File: src/rtl/cx_pkg.sv
package cx_pkg;
    localparam int ILEN   = 16;
    localparam int REGW   = 5;
    localparam int IMMW   = 32;
    localparam int OPW    = 5;
    localparam int SELW   = 3;

    localparam logic [REGW-1:0] REG_SP = 5'd30;
    localparam logic [REGW-1:0] REG_RA = 5'd1;

    typedef enum logic [OPW-1:0] {
        CLS_NONE  = 5'd0,
        CLS_ADDI  = 5'd1,
        CLS_ADDIW = 5'd2,
        CLS_ADD   = 5'd3,
        CLS_SUB   = 5'd4,
        CLS_OR    = 5'd5,
        CLS_AND   = 5'd6,
        CLS_SLLI  = 5'd7,
        CLS_SRLI  = 5'd8,
        CLS_SRAI  = 5'd9,
        CLS_SLLIW = 5'd10,
        CLS_LOAD  = 5'd11,
        CLS_STORE = 5'd12,
        CLS_BEQ   = 5'd13,
        CLS_BNE   = 5'd14,
        CLS_JAL   = 5'd15,
        CLS_JALR  = 5'd16
    } op_class_e;

    typedef struct packed {
        logic            illegal;
        op_class_e       cls;
        logic [REGW-1:0] rd;
        logic [REGW-1:0] rs1;
        logic [REGW-1:0] rs2;
        logic [IMMW-1:0] imm;
        logic            dword;
        logic            fp;
    } xfields_t;

    localparam logic [4:0] OPC_INC   = 5'd0;
    localparam logic [4:0] OPC_INCW  = 5'd1;
    localparam logic [4:0] OPC_LDI   = 5'd2;
    localparam logic [4:0] OPC_LWSP  = 5'd4;
    localparam logic [4:0] OPC_LDSP  = 5'd5;
    localparam logic [4:0] OPC_SWSP  = 5'd6;
    localparam logic [4:0] OPC_SDSP  = 5'd8;
    localparam logic [4:0] OPC_IND   = 5'd9;
    localparam logic [4:0] OPC_R2    = 5'd10;
    localparam logic [4:0] OPC_MVJ   = 5'd12;
    localparam logic [4:0] OPC_JR    = 5'd13;
    localparam logic [4:0] OPC_R3    = 5'd14;
    localparam logic [4:0] OPC_SHF   = 5'd16;
    localparam logic [4:0] OPC_LW    = 5'd17;
    localparam logic [4:0] OPC_LD    = 5'd18;
    localparam logic [4:0] OPC_FLW   = 5'd20;
    localparam logic [4:0] OPC_FLD   = 5'd21;
    localparam logic [4:0] OPC_SW    = 5'd22;
    localparam logic [4:0] OPC_SD    = 5'd24;
    localparam logic [4:0] OPC_FSW   = 5'd25;
    localparam logic [4:0] OPC_FSD   = 5'd26;
    localparam logic [4:0] OPC_BEQ   = 5'd28;
    localparam logic [4:0] OPC_BNE   = 5'd29;
endpackage

File: src/rtl/cx_regmap.sv
module cx_regmap
    import cx_pkg::*;
#(
    parameter bit ZERO_SUB = 1'b0
) (
    input  logic [SELW-1:0] code,
    output logic [REGW-1:0] idx
);
    localparam logic [REGW-1:0] LOW_BASE = 5'd20;
    localparam logic [SELW-1:0] TOP_CODE = SELW'((1 << SELW) - 1);

    logic [REGW-1:0] plain;

    always_comb begin
        if (code < SELW'(2)) plain = LOW_BASE + REGW'(code);
        else                 plain = REGW'(code);
    end

    generate
        if (ZERO_SUB) begin : g_zsub
            assign idx = (code == TOP_CODE) ? '0 : plain;
        end else begin : g_plain
            assign idx = plain;
        end
    endgenerate
endmodule

File: src/rtl/cx_decode.sv
module cx_decode
    import cx_pkg::*;
(
    input  logic [ILEN-1:0] instr,
    input  logic [REGW-1:0] ra_hi,
    input  logic [REGW-1:0] ra_mid,
    input  logic [REGW-1:0] ra_lo,
    input  logic [REGW-1:0] rb_hi,
    output xfields_t        fld
);
    logic [4:0]      opc;
    logic [REGW-1:0] rfull_a;
    logic [REGW-1:0] rfull_b;
    logic [IMMW-1:0] imm6_s, imm6_w, imm6_d, imm5_w, imm5_d, br_off, jmp_off, shamt;
    xfields_t        raw;
    logic            bad;

    assign opc     = instr[4:0];
    assign rfull_a = instr[9:5];
    assign rfull_b = instr[14:10];
    assign imm6_s  = {{26{instr[15]}}, instr[15:10]};
    assign imm6_w  = {24'b0, instr[15:10], 2'b0};
    assign imm6_d  = {23'b0, instr[15:10], 3'b0};
    assign imm5_w  = {25'b0, instr[9:5], 2'b0};
    assign imm5_d  = {24'b0, instr[9:5], 3'b0};
    assign br_off  = {{26{instr[9]}}, instr[9:5], 1'b0};
    assign jmp_off = {{21{instr[14]}}, instr[14:5], 1'b0};
    assign shamt   = {26'b0, instr[10:5]};

    always_comb begin
        raw = '0;
        bad = 1'b0;
        case (opc)
            OPC_INC: begin
                raw.cls = CLS_ADDI; raw.rd = rfull_a; raw.rs1 = rfull_a; raw.imm = imm6_s;
                bad = (rfull_a == '0);
            end
            OPC_INCW: begin
                raw.cls = CLS_ADDIW; raw.rd = rfull_a; raw.rs1 = rfull_a; raw.imm = imm6_s;
            end
            OPC_LDI: begin
                raw.cls = CLS_ADDI; raw.rd = rfull_a; raw.imm = imm6_s;
            end
            OPC_LWSP, OPC_LDSP: begin
                raw.cls   = CLS_LOAD; raw.rd = rfull_a; raw.rs1 = REG_SP;
                raw.dword = (opc == OPC_LDSP);
                raw.imm   = raw.dword ? imm6_d : imm6_w;
            end
            OPC_SWSP, OPC_SDSP: begin
                raw.cls   = CLS_STORE; raw.rs2 = rfull_a; raw.rs1 = REG_SP;
                raw.dword = (opc == OPC_SDSP);
                raw.imm   = raw.dword ? imm6_d : imm6_w;
            end
            OPC_IND: begin
                raw.cls = CLS_LOAD; raw.rd = rfull_a; raw.rs1 = rfull_b; raw.dword = instr[15];
            end
            OPC_R2: begin
                raw.cls = instr[15] ? CLS_SUB : CLS_ADD;
                raw.rd  = rfull_a; raw.rs1 = rfull_b; raw.rs2 = rfull_a;
            end
            OPC_MVJ: begin
                if (instr[15]) begin
                    raw.cls = CLS_JAL; raw.imm = jmp_off;
                end else begin
                    raw.cls = CLS_ADDI; raw.rd = rfull_a; raw.rs1 = rfull_b;
                end
            end
            OPC_JR: begin
                raw.cls = CLS_JALR; raw.rs1 = rfull_b;
                raw.rd  = instr[15] ? REG_RA : '0;
            end
            OPC_R3: begin
                raw.rd = ra_hi; raw.rs1 = ra_mid; raw.rs2 = ra_lo;
                case (instr[9:8])
                    2'b00:   raw.cls = CLS_ADD;
                    2'b01:   raw.cls = CLS_SUB;
                    2'b10:   raw.cls = CLS_OR;
                    default: raw.cls = CLS_AND;
                endcase
            end
            OPC_SHF: begin
                raw.rd = ra_hi; raw.rs1 = ra_hi; raw.imm = shamt;
                case (instr[12:11])
                    2'b00:   raw.cls = CLS_SLLI;
                    2'b01:   raw.cls = CLS_SRLI;
                    2'b10: begin
                        raw.cls = CLS_SLLIW;
                        bad     = instr[10];
                    end
                    default: raw.cls = CLS_SRAI;
                endcase
            end
            OPC_LW, OPC_LD, OPC_FLW, OPC_FLD: begin
                raw.cls   = CLS_LOAD; raw.rd = ra_hi; raw.rs1 = ra_mid;
                raw.dword = (opc == OPC_LD) || (opc == OPC_FLD);
                raw.fp    = (opc == OPC_FLW) || (opc == OPC_FLD);
                raw.imm   = raw.dword ? imm5_d : imm5_w;
            end
            OPC_SW, OPC_SD, OPC_FSW, OPC_FSD: begin
                raw.cls   = CLS_STORE; raw.rs2 = rb_hi; raw.rs1 = ra_mid;
                raw.dword = (opc == OPC_SD) || (opc == OPC_FSD);
                raw.fp    = (opc == OPC_FSW) || (opc == OPC_FSD);
                raw.imm   = raw.dword ? imm5_d : imm5_w;
            end
            OPC_BEQ, OPC_BNE: begin
                raw.cls = (opc == OPC_BEQ) ? CLS_BEQ : CLS_BNE;
                raw.rs1 = ra_mid; raw.rs2 = rb_hi; raw.imm = br_off;
            end
            default: bad = 1'b1;
        endcase
    end

    always_comb begin
        if (bad) begin
            fld         = '0;
            fld.illegal = 1'b1;
        end else begin
            fld = raw;
        end
    end
endmodule

File: src/rtl/cx_outreg.sv
module cx_outreg
    import cx_pkg::*;
#(
    parameter bit REG_OUT = 1'b1
) (
    input  logic     clk,
    input  logic     rst_n,
    input  xfields_t d,
    output xfields_t q
);
    generate
        if (REG_OUT) begin : g_reg
            always_ff @(posedge clk or negedge rst_n) begin
                if (!rst_n) q <= '0;
                else        q <= d;
            end
        end else begin : g_wire
            assign q = d;
        end
    endgenerate


    illegal_clean_chk: assert property (@(posedge clk) disable iff (!rst_n)
        q.illegal |-> (q.cls == CLS_NONE && q.rd == '0 && q.rs1 == '0 &&
                       q.rs2 == '0 && q.imm == '0 && !q.dword && !q.fp));


    fp_mem_only_chk: assert property (@(posedge clk) disable iff (!rst_n)
        q.fp |-> (q.cls == CLS_LOAD || q.cls == CLS_STORE));


    dword_scale_chk: assert property (@(posedge clk) disable iff (!rst_n)
        (q.dword && (q.cls == CLS_LOAD || q.cls == CLS_STORE)) |-> (q.imm[2:0] == 3'b000));


    branch_form_chk: assert property (@(posedge clk) disable iff (!rst_n)
        (q.cls == CLS_BEQ || q.cls == CLS_BNE) |-> (q.rd == '0 && !q.imm[0]));


    jalr_link_chk: assert property (@(posedge clk) disable iff (!rst_n)
        (q.cls == CLS_JALR) |-> ((q.rd == '0 || q.rd == REG_RA) && q.imm == '0));


    store_src_range_chk: assert property (@(posedge clk) disable iff (!rst_n)
        (q.cls == CLS_STORE && q.rs1 != REG_SP) |-> (q.rs2 <= 5'd6 || q.rs2 == 5'd20 || q.rs2 == 5'd21));
endmodule

File: src/rtl/cx_expander.sv
module cx_expander
    import cx_pkg::*;
#(
    parameter bit REG_OUT = 1'b1
) (
    input  logic        clk,
    input  logic        rst_n,
    input  logic [15:0] instr,
    output logic        illegal,
    output logic [4:0]  op_class,
    output logic [4:0]  rd,
    output logic [4:0]  rs1,
    output logic [4:0]  rs2,
    output logic [31:0] imm,
    output logic        mem_dword,
    output logic        fp_reg
);
    logic [REGW-1:0] ra_hi, ra_mid, ra_lo, rb_hi;
    xfields_t        dec, res;

    cx_regmap #(.ZERO_SUB(1'b0)) i_map_hi  (.code(instr[15:13]), .idx(ra_hi));
    cx_regmap #(.ZERO_SUB(1'b0)) i_map_mid (.code(instr[12:10]), .idx(ra_mid));
    cx_regmap #(.ZERO_SUB(1'b0)) i_map_lo  (.code(instr[7:5]),   .idx(ra_lo));
    cx_regmap #(.ZERO_SUB(1'b1)) i_map_src (.code(instr[15:13]), .idx(rb_hi));

    cx_decode i_decode (
        .instr (instr),
        .ra_hi (ra_hi),
        .ra_mid(ra_mid),
        .ra_lo (ra_lo),
        .rb_hi (rb_hi),
        .fld   (dec)
    );

    cx_outreg #(.REG_OUT(REG_OUT)) i_outreg (
        .clk  (clk),
        .rst_n(rst_n),
        .d    (dec),
        .q    (res)
    );

    assign illegal   = res.illegal;
    assign op_class  = res.cls;
    assign rd        = res.rd;
    assign rs1       = res.rs1;
    assign rs2       = res.rs2;
    assign imm       = res.imm;
    assign mem_dword = res.dword;
    assign fp_reg    = res.fp;
endmodule

File: config.mk
export PLATFORM = sky130hd
export DESIGN_NAME = cx_expander
export DESIGN_NICKNAME = d
export VERILOG_FILES = /design/src/rtl/cx_pkg.sv /design/src/rtl/cx_regmap.sv /design/src/rtl/cx_decode.sv /design/src/rtl/cx_outreg.sv /design/src/rtl/cx_expander.sv
export SDC_FILE = /design/constraint.sdc
export NUM_CORES = 1
export LEC_CHECK = 0
export BUFFER_PORTS_ARGS = -buffer_cell sky130_fd_sc_hd__buf_4
export CAP_MARGIN = 25
export CORE_ASPECT_RATIO = 1.1
export CORE_UTILIZATION = 55
export DETAILED_ROUTE_END_ITERATION = 6
export PLACE_DENSITY = 0.9
export SYNTH_ARGS = -nofsm -noshare
export SYNTH_HDL_FRONTEND = slang
export SYNTH_SLANG_ARGS = --single-unit
File: constraint.sdc
create_clock -name clk -period 1.25 [get_ports clk]
set_input_delay 0.0625 -clock clk [delete_from_list [all_inputs] [get_ports clk]]
set_output_delay 0.0625 -clock clk [all_outputs]
set_load 0.02 [all_outputs]
==> results of run 1 <==
-- critical path: cells and delay by family --
| kind | cells | cell delay, ns |
|---|---|---|
| buf+inv | 4 | 0.67 |
| simple gates | 3 | 0.51 |
| compound gates | 1 | 0.19 |
-- final cells by class --
class | count | area share (%)
multi-input combinational | 239 | 42.6
timing repair buffer | 153 | 30.3
sequential | 34 | 22.1
clock buffer | 7 | 2.24
tap | 56 | 1.82
inverter | 9 | 0.876
clock inverter | 1 | 0.130
-- kinds of logic after synthesis --
logic type / Yosys count / synth area share (%)
buffers and inverters: 63 / 13.4
AO/OA/AOI/OAI: 107 / 28.5
adder cells (fa/ha/maj): 8 / 3.70
AND/OR/NAND/NOR: 120 / 21.9
XOR/XNOR: 1 / 0.323
flip-flops: 34 / 31.4
multiplexers: 2 / 0.739
-- routing by layer --
layer | GRT usage, % | part of all wire (%) | vias up
met5 | 0 | 0 | -
met4 | 22.9 | 6.5 | 0
met3 | 15.1 | 15 | 75
met2 | 62.6 | 44 | 327
met1 | 50.5 | 35 | 1492
li1 | - | - | 1412
-- layout by cell type (no fill, tap or decap), drive strengths merged, types with 4 or more instances in the layout --
cell,n
clkbuf,7
and2,4
o21ai,16
a21oi,20
o211ai,6
nand2,31
nor2,35
a32oi,4
or3,5
nand2b,8
nor2b,5
a22oi,10
a31oi,15
nor4,6
nor3,9
inv,9
o22ai,4
buf,152
ha,8
nand3,4
dfrtp,34
-- metrics by stage --
step	hold WS, ns	power [W]
global route	0.138	0.00332
detailed placement	0.0394	0.00226
global placement	0.0148	0.00223
floorplan	-0.233	0.00178
CTS	0.111	0.00310
finish	0.121	0.00319
-- repair_timing --
item	CTS	global route
setup buffers	0	0
pin swaps	0	3
hold endpoints to repair	34	0
gates cloned	0	1
setup endpoints to repair	27	22
hold buffers	1	0
resized for setup	2	27
-- where the power goes --
part           switching, W  internal [W]
Combinational      0.000664      0.000481
Clock              0.000410      0.000445
Sequential        0.0000241       0.00117
-- worst min-delay path by stage --
stage	cells after the start	slack [ns]	endpoint
6_report	3	0.12	i_outreg.q[11]$_DFF_PN0_
5_1_grt	3	0.14	i_outreg.q[11]$_DFF_PN0_
4_1_cts	3	0.11	i_outreg.q[11]$_DFF_PN0_
3_5_place_dp	1	0.04	i_outreg.q[53]$_DFF_PN0_
3_3_place_gp	1	0.01	i_outreg.q[53]$_DFF_PN0_
2_1_floorplan	0	-0.23	i_outreg.q[0]$_DFF_PN0_
==> flow_summary_export.csv, run 1 <==
group,metric,value,unit
worst_setup_path,cp_max_fo,10,
clocking,clock_sinks,34,
clocking,htreeDepth,2,
synth,syn_inst,335,
synth,synthTopCellsByCount,"nor2_1, dfrtp_1, nand2_1",
worst_setup_path,path_class,"in -> reg",
layout,fillCellCount,311,
layout,reg.largest.list,"i_outreg.q x34",
grt,grt_pass1_vias,3063,
detailed_routing,viasPerCell,6.63,
detailed_routing,routed_wl,10600,microns
synth,synth_nets,361,
synth,synth_top_area_share,31.4,%
detailed_routing,final_antenna_net_count,0,
grt,overflow,0,
timing,max-slew-margin-rel,70.9,%
placement,place_area,3630,sq um
clocking,clockBufferDepth,2,
detailed_routing,drc,24,
grt,grt_start_max_net_pins,35,
die,die-area,5210,sq um
detailed_routing,firstDrtPassIters,7,
timing,fmax,811,MHz
die,coreArea,4680,sq um
synth,synth.most_common_cell,"nor2_1",
power_and_ir_drop,p_leak,1.82,nW
die,die_w,68.9,microns
timing,layout_setup_ws,0.0166,ns
timing,slew_viol_final,0,
worst_setup_path,endpoint,"i_outreg.q[52]$_DFF_PN0_",
grt,grt_first_pass_wirelength,15400,microns
timing,rsz0062_at_grt,"yes",
die,ios,73,
detailed_routing,via_count,3306,
die,rows,26,
worst_hold_path,hp-class,"in -> reg",
clocking,cts.clk_slew.worst_paths,0.07,ns
synth,ys_seq_area_share,31.4,%
worst_setup_path,path_cells,"buf_4 -> buf_4 -> nand2b_2 -> buf_4 -> nor3_2 -> buf_4 -> nor2_1 -> a31oi_1",
synth,ys_seq_elements,34,
layout,final_core_util,82.3,%
power_and_ir_drop,p_per_area,827,nW/um^2
synth,ys_warn_count,0,
synth,synth-edff-count,0,
layout,largest_register_ffs,34,
layout,nNetsFinal,468,
grt,antenna_found_initial,0,
timing,setup_viol,0,
detailed_routing,drt_iter0_markers,499,
synth,synth_flop_cell,"dfrtp_1",
worst_hold_path,min_from,"instr[13]",
worst_setup_path,slowest_delay,0.22,ns
detailed_routing,wl_per_cell,21.2,microns
synth,synthTopCellsByArea,"dfrtp_1, buf_4, nor2_1, nand2_1, ha_1",
timing,hold_violations,0,
worst_setup_path,startpoint,"instr[4]",
clocking,cts_tree,"built",
layout,multi_input_comb_area,1640,sq um
synth,synthArstFlopShare,100,%
power_and_ir_drop,max-vdd-ir-drop,0.514,mV
placement,dpl.hpwl,7640,microns
status,status,"complete, but fails checks",
synth,yosys.area.top_type,"dfrtp_1",
timing,tightest_slew,0.437,ns
worst_setup_path,cp.required,1.45,ns
clocking,cts-root-buf,"clkbuf_8",
layout,area_growth,42.4,%
placement,gp_congestion,1.02,
synth,yosysUniqueCellTypes,61,
placement,portBuffers,72,
die,die_h,75.6,microns
worst_setup_path,critical_path_arrival,1.44,ns
die,start_util,57.8,%
layout,stdcell_area,3860,sq um
clocking,cts_inserted_buffers,5,
status,violations,"DRC",
worst_setup_path,cp_slowest_cell,"nand2b_2",
layout,n_antenna_cell,0,
layout,layout.cells.non_filler,499,
timing,tns,0,ns
placement,placed_cells,489,
layout,seqCellArea,852,sq um
worst_setup_path,critPathMostFrequentCell,"buf_4",
synth,synth_area,2710,sq um
worst_setup_path,cp-end-kind,"register",
layout,top_register,"i_outreg.q",
synth,avgSynthCellArea,8.09,sq um
timing,min_period,1.23,ns
placement,place_worst_setup_slack,-0.356,ns
timing,period_share,98.7,%
job,maxCapViolations,0,
grt,track_usage,41.3,%
worst_setup_path,worstSetupStartpointType,"input port",
layout,drive_above_1_share,44.7,%
Power figures use the tool's default switching activity.
==> inputs of run 2 (changes only) <==
--- a/config.mk
+++ b/config.mk
@@ -7,7 +7,7 @@
 export LEC_CHECK = 0
 export BUFFER_PORTS_ARGS = -buffer_cell sky130_fd_sc_hd__buf_4
 export CAP_MARGIN = 25
-export CORE_ASPECT_RATIO = 1.1
+export CORE_ASPECT_RATIO = 1.2
 export CORE_UTILIZATION = 55
 export DETAILED_ROUTE_END_ITERATION = 6
 export PLACE_DENSITY = 0.9
==> run 2 against run 1 <==
Against the previous run:
- the flow finishes with violations (DRC, setup timing)
- hold slack better by 0.031 ns
- fmax down 9.1%
- cell area up 3.6%
- wire length up 8.2%
- die area about the same
- global-route usage up 2.1 points
- clock-buffer cell count up 1
==> flow_summary_export.csv, run 2 (synthesis gave the netlist of run 1 again) <==
group,metric,value,unit
power_and_ir_drop,p_clk_share,29.4,%
power_and_ir_drop,p_leak,1.92,nW
worst_setup_path,startpoint,"instr[3]",
die,die_h,78.9,microns
detailed_routing,firstDrtPassIters,7,
grt,overflow,0,
detailed_routing,drt_iter0_markers,668,
power_and_ir_drop,p_switching,0.00114,W
placement,place_area,3720,sq um
worst_hold_path,hold_depth,3,
timing,fmax,737,MHz
power_and_ir_drop,comb_power_share,35.2,%
status,violations,"DRC, setup timing",
layout,largest_register_ffs,34,
worst_setup_path,cp-end-kind,"register",
timing,min_period,1.36,ns
worst_setup_path,cp.required,1.39,ns
clocking,cts_inserted_buffers,5,
die,die-area,5210,sq um
placement,dpl.hpwl,7880,microns
timing,layout_setup_ws,-0.107,ns
layout,reg.largest.list,"i_outreg.q x34",
layout,n_antenna_cell,0,
power_and_ir_drop,switching_share,34.0,%
layout,stdcell_area,4000,sq um
power_and_ir_drop,p_per_area,840,nW/um^2
timing,slew_viol_final,0,
timing,fin_hold_ws,0.152,ns
power_and_ir_drop,seq_power_share,35.4,%
layout,layout_commonest_cell,"buf_4",
timing,max-slew-margin-rel,65.1,%
detailed_routing,wl_per_cell,22.2,microns
layout,drive_above_1_share,46.1,%
detailed_routing,final_antenna_net_count,0,
die,rows,27,
job,maxCapViolations,0,
clocking,htreeDepth,2,
placement,placed_cells,505,
worst_setup_path,cp_max_fo,10,
clocking,cts-root-buf,"clkbuf_8",
worst_setup_path,endpoint,"i_outreg.q[5]$_DFF_PN0_",
clocking,cts.clk_slew.worst_paths,0.08,ns
power_and_ir_drop,max-vdd-ir-drop,0.597,mV
die,ios,73,
grt,track_usage,43.4,%
timing,hold_violations,0,
layout,top_register,"i_outreg.q",
timing,rsz0062_at_grt,"yes",
placement,gp_congestion,1.13,
worst_setup_path,path_class,"in -> reg",
grt,antenna_found_initial,0,
die,coreArea,4660,sq um
clocking,clock_sinks,34,
layout,layout.cells.non_filler,516,
die,start_util,58.1,%
status,status,"complete, but fails checks",
clocking,clockBufferDepth,2,
layout,mostFrequentLayoutCells,"buf_4, dfrtp_1, nor2_1",
timing,tightest_slew,0.523,ns
grt,grt_first_pass_wirelength,16800,microns
power_and_ir_drop,internal_power,0.00222,W
detailed_routing,viasPerCell,6.77,
timing,setup_viol,3,
worst_setup_path,worstSetupStartpointType,"input port",
grt,grt_start_max_net_pins,35,
die,die_w,66.1,microns
worst_hold_path,hp-class,"in -> reg",
detailed_routing,via_count,3492,
layout,nNetsFinal,483,
clocking,cts_tree,"built",
timing,period_share,109,%
detailed_routing,routed_wl,11500,microns
worst_setup_path,critical_path_arrival,1.50,ns
grt,grt_pass1_vias,3184,
layout,area_growth,47.5,%
placement,portBuffers,72,
detailed_routing,drc,17,
run 2: cell types whose count changed in the layout (fill, tap and decap cells not counted), moves of 2 or more:
cell	delta
nor2_4	+2
clkbuf_8	+2
o21ai_1	-2
nor3_4	+2
nand2b_2	-2
o22ai_2	-2
buf_4	+14
nand2b_1	+2
nor3_2	-3
o22ai_1	+2
nor2_1	-2
run 2: worst min-delay path by stage:
stage | slack, ns | to | from
finish | 0.15 | i_outreg.q[42]$_DFF_PN0_ | instr[13]
global route | 0.14 | i_outreg.q[11]$_DFF_PN0_ | instr[13]
CTS | 0.12 | i_outreg.q[11]$_DFF_PN0_ | instr[13]
detailed placement | 0.04 | i_outreg.q[52]$_DFF_PN0_ | rst_n
global placement | 0.02 | i_outreg.q[54]$_DFF_PN0_ | rst_n
floorplan | -0.23 | i_outreg.q[0]$_DFF_PN0_ | rst_n
run 2: worst max-delay path, stage by stage:
cell      delay [ns]
buf_4           0.13
buf_4           0.18
and3b_1         0.27
o21a_1          0.20
a222oi_1        0.46
a41oi_2         0.19
run 2: final cells by class:
class                   count  area (sq um)
multi-input cells         239          1660
repair buffers            168          1270
flip-flops and latches     34           852
fillers                   277           666
clock buffers               8           110
well taps                  58          72.6
inverters                   9          33.8
run 2: timing repair:
action,4_1_cts,5_1_grt
setup endpoints to repair,35,18
resized for setup,5,27
hold buffers,1,0
cloned,0,2
endpoints found under the hold margin,34,0
pin swaps,1,3
setup buffers,0,0
run 2: per-stage QoR:
stage | setup WS [ns] | power, W | setup TNS [ns] | util [%]
6_report | -0.107 | 0.00336 | -0.131 | 85.7
2_1_floorplan | -0.150 | 0.00178 | -1.29 | -
4_1_cts | 0.00931 | 0.00324 | 0 | 82.8
3_3_place_gp | -0.375 | 0.00225 | -6.66 | 79.9
5_1_grt | -0.122 | 0.00345 | -0.354 | 85.7
3_5_place_dp | -0.458 | 0.00228 | -8.10 | 79.9
run 2: per-layer routing:
layer,GRT usage (%),vias to the layer above,share of wire (%)
li1,-,1452,-
met1,56.8,1548,33
met2,67.6,379,44
met3,7.61,113,15
met4,22.8,0,7.9
met5,0,-,0
run 2: power by group through the flow:
stage | clock (W) | sequential [W] | combinational [W]
after global placement | 0 | 0.00121 | 0.00104
after floorplan | 0 | 0.00130 | 0.000488
after detailed placement | 0 | 0.00121 | 0.00107
after global routing | 0.00102 | 0.00120 | 0.00124
after CTS | 0.000969 | 0.00119 | 0.00108
final | 0.000987 | 0.00119 | 0.00118
==> inputs of run 3 (changes only) <==
--- a/config.mk
+++ b/config.mk
@@ -5,12 +5,12 @@
 export SDC_FILE = /design/constraint.sdc
 export NUM_CORES = 1
 export LEC_CHECK = 0
-export BUFFER_PORTS_ARGS = -buffer_cell sky130_fd_sc_hd__buf_4
 export CAP_MARGIN = 25
 export CORE_ASPECT_RATIO = 1.2
 export CORE_UTILIZATION = 55
 export DETAILED_ROUTE_END_ITERATION = 6
-export PLACE_DENSITY = 0.9
+export DONT_BUFFER_PORTS = 1
+export PLACE_DENSITY = 0.77
 export SYNTH_ARGS = -nofsm -noshare
 export SYNTH_HDL_FRONTEND = slang
 export SYNTH_SLANG_ARGS = --single-unit
==> run 3 against run 2 <==
Against the previous run:
- setup slack improved by 0.16 ns
- power decreased by 18%
- final cell count decreased by 22%
- the run ends with hold timing left
- wire length decreased by 21%
- highest routed layer unchanged
- sequential power increased by 8%
==> flow_summary_export.csv, run 3 (synthesis gave the netlist of run 1 again) <==
group,metric,value,unit
grt,grt.busiest_layer,"met2",
grt,grt_start_max_net_pins,50,
grt,globalRouteMet1Util,44.7,%
layout,drive_above_1_share,17.8,%
placement,gp_congestion,0.972,
timing,setup_viol,0,
clocking,clockBufferDepth,2,
worst_setup_path,worstSetupStartpointType,"input port",
grt,antenna_found_initial,0,
timing,min_period,1.20,ns
clocking,cts.clk_slew.worst_paths,0.07,ns
layout,final_core_util,65.8,%
timing,fmax,834,MHz
layout,nNetsFinal,368,
clocking,htreeDepth,2,
layout,fillCellCount,416,
detailed_routing,wl_per_cell,22.5,microns
clocking,ctsHoldBuffers,18,
die,die_h,78.9,microns
placement,place_worst_setup_slack,-0.124,ns
die,coreArea,4660,sq um
worst_setup_path,cp.required,1.48,ns
layout,mostFrequentLayoutCells,"nor2_1, buf_4, dfrtp_1",
timing,layout_setup_ws,0.0505,ns
layout,area_growth,13.2,%
worst_setup_path,critical_path_arrival,1.43,ns
timing,tns,0,ns
placement,dpl.hpwl,5820,microns
layout,n_antenna_cell,0,
timing,slew_viol_final,0,
grt,grtUsageMet3,10.6,%
power_and_ir_drop,p_leak,1.29,nW
power_and_ir_drop,p_per_area,899,nW/um^2
worst_setup_path,path_class,"in -> reg",
detailed_routing,via_count,2768,
detailed_routing,drt_iter0_markers,285,
detailed_routing,routed_wl,9020,microns
timing,fin_hold_ws,-0.0990,ns
timing,hold_violations,4,
layout,top_register,"i_outreg.q",
status,violations,"hold timing",
timing,period_share,96.0,%
grt,grt_pass1_vias,2687,
detailed_routing,final_antenna_net_count,0,
placement,portBuffers,0,
grt,grt_first_pass_wirelength,14200,microns
detailed_routing,firstDrtPassIters,5,
worst_setup_path,cp-end-kind,"register",
detailed_routing,drc,0,
worst_setup_path,cp_max_fo,32,
clocking,clock_sinks,34,
grt,grtUsageMet2,56.6,%
die,die_w,66.1,microns
layout,largest_register_ffs,34,
clocking,cts_inserted_buffers,5,
timing,tightest_slew,0.513,ns
die,die-area,5210,sq um
die,ios,73,
timing,max-slew-margin-rel,65.5,%
power_and_ir_drop,total_power,0.00276,W
clocking,cts_tree,"built",
job,maxCapViolations,0,
clocking,cts-root-buf,"clkbuf_8",
grt,track_usage,37.0,%
die,start_util,58.1,%
status,status,"complete, but fails checks",
grt,overflow,0,
layout,reg.largest.list,"i_outreg.q x34",
power_and_ir_drop,max-vdd-ir-drop,0.444,mV
detailed_routing,viasPerCell,6.90,
worst_hold_path,hp-class,"in -> reg",
die,rows,27,
[run 3: final timing paths]
kind                          start                       end  slack [ns]  depth (start not counted)
min in group asynchronous     rst_n   i_outreg.q[4]$_DFF_PN0_        0.23                          2
setup / recovery           instr[1]  i_outreg.q[47]$_DFF_PN0_        0.05                          5
max in group asynchronous     rst_n  i_outreg.q[32]$_DFF_PN0_        0.84                          2
hold / removal             instr[4]  i_outreg.q[53]$_DFF_PN0_        -0.1                          1
[run 3: final cells by class]
type,count,area [sq um],share of cell area [%]
clock inverters,2,12.5,0.408
multi-input cells,238,1530,49.9
repair buffers,54,480,15.7
well taps,58,72.6,2.37
flip-flops and latches,34,855,27.9
inverters,9,33.8,1.10
clock buffers,6,82.6,2.69
[run 3: critical path, cell delays in order]
cell           delay [ns]
nand2b_2             0.22
a21o_1               0.25
a21oi_4              0.20
and2_1               0.15
dlygate4sd3_1        0.54
[run 3: power by group]
part / switching, W / internal, W / leakage [nW] / total, W
clock: 0.000418 / 0.000443 / 0.0472 / 0.000861
combinational: 0.000343 / 0.000273 / 0.783 / 0.000616
sequential: 0.000113 / 0.00117 / 0.455 / 0.00128
[run 3: metal layers]
metal / share of wire, % / vias up
li1: - / 1205
met1: 36 / 1302
met2: 46 / 210
met3: 11 / 51
met4: 6.6 / 0
met5: 0 / -
[run 3: repair_timing]
action,in CTS,in global routing
buffers inserted,0,0
setup endpoints to repair,0,23
gates resized for setup,0,4
hold endpoints to repair,61,4
[run 3: through the flow]
step           instances  hold slack, ns  area (sq um)
3_3_place_gp         375          -0.233          2760
4_1_cts              401          -0.125          3050
6_report             401         -0.0990          3070
2_1_floorplan        335          -0.233          2760
5_1_grt              401          -0.112          3070
3_5_place_dp         375          -0.232          2760
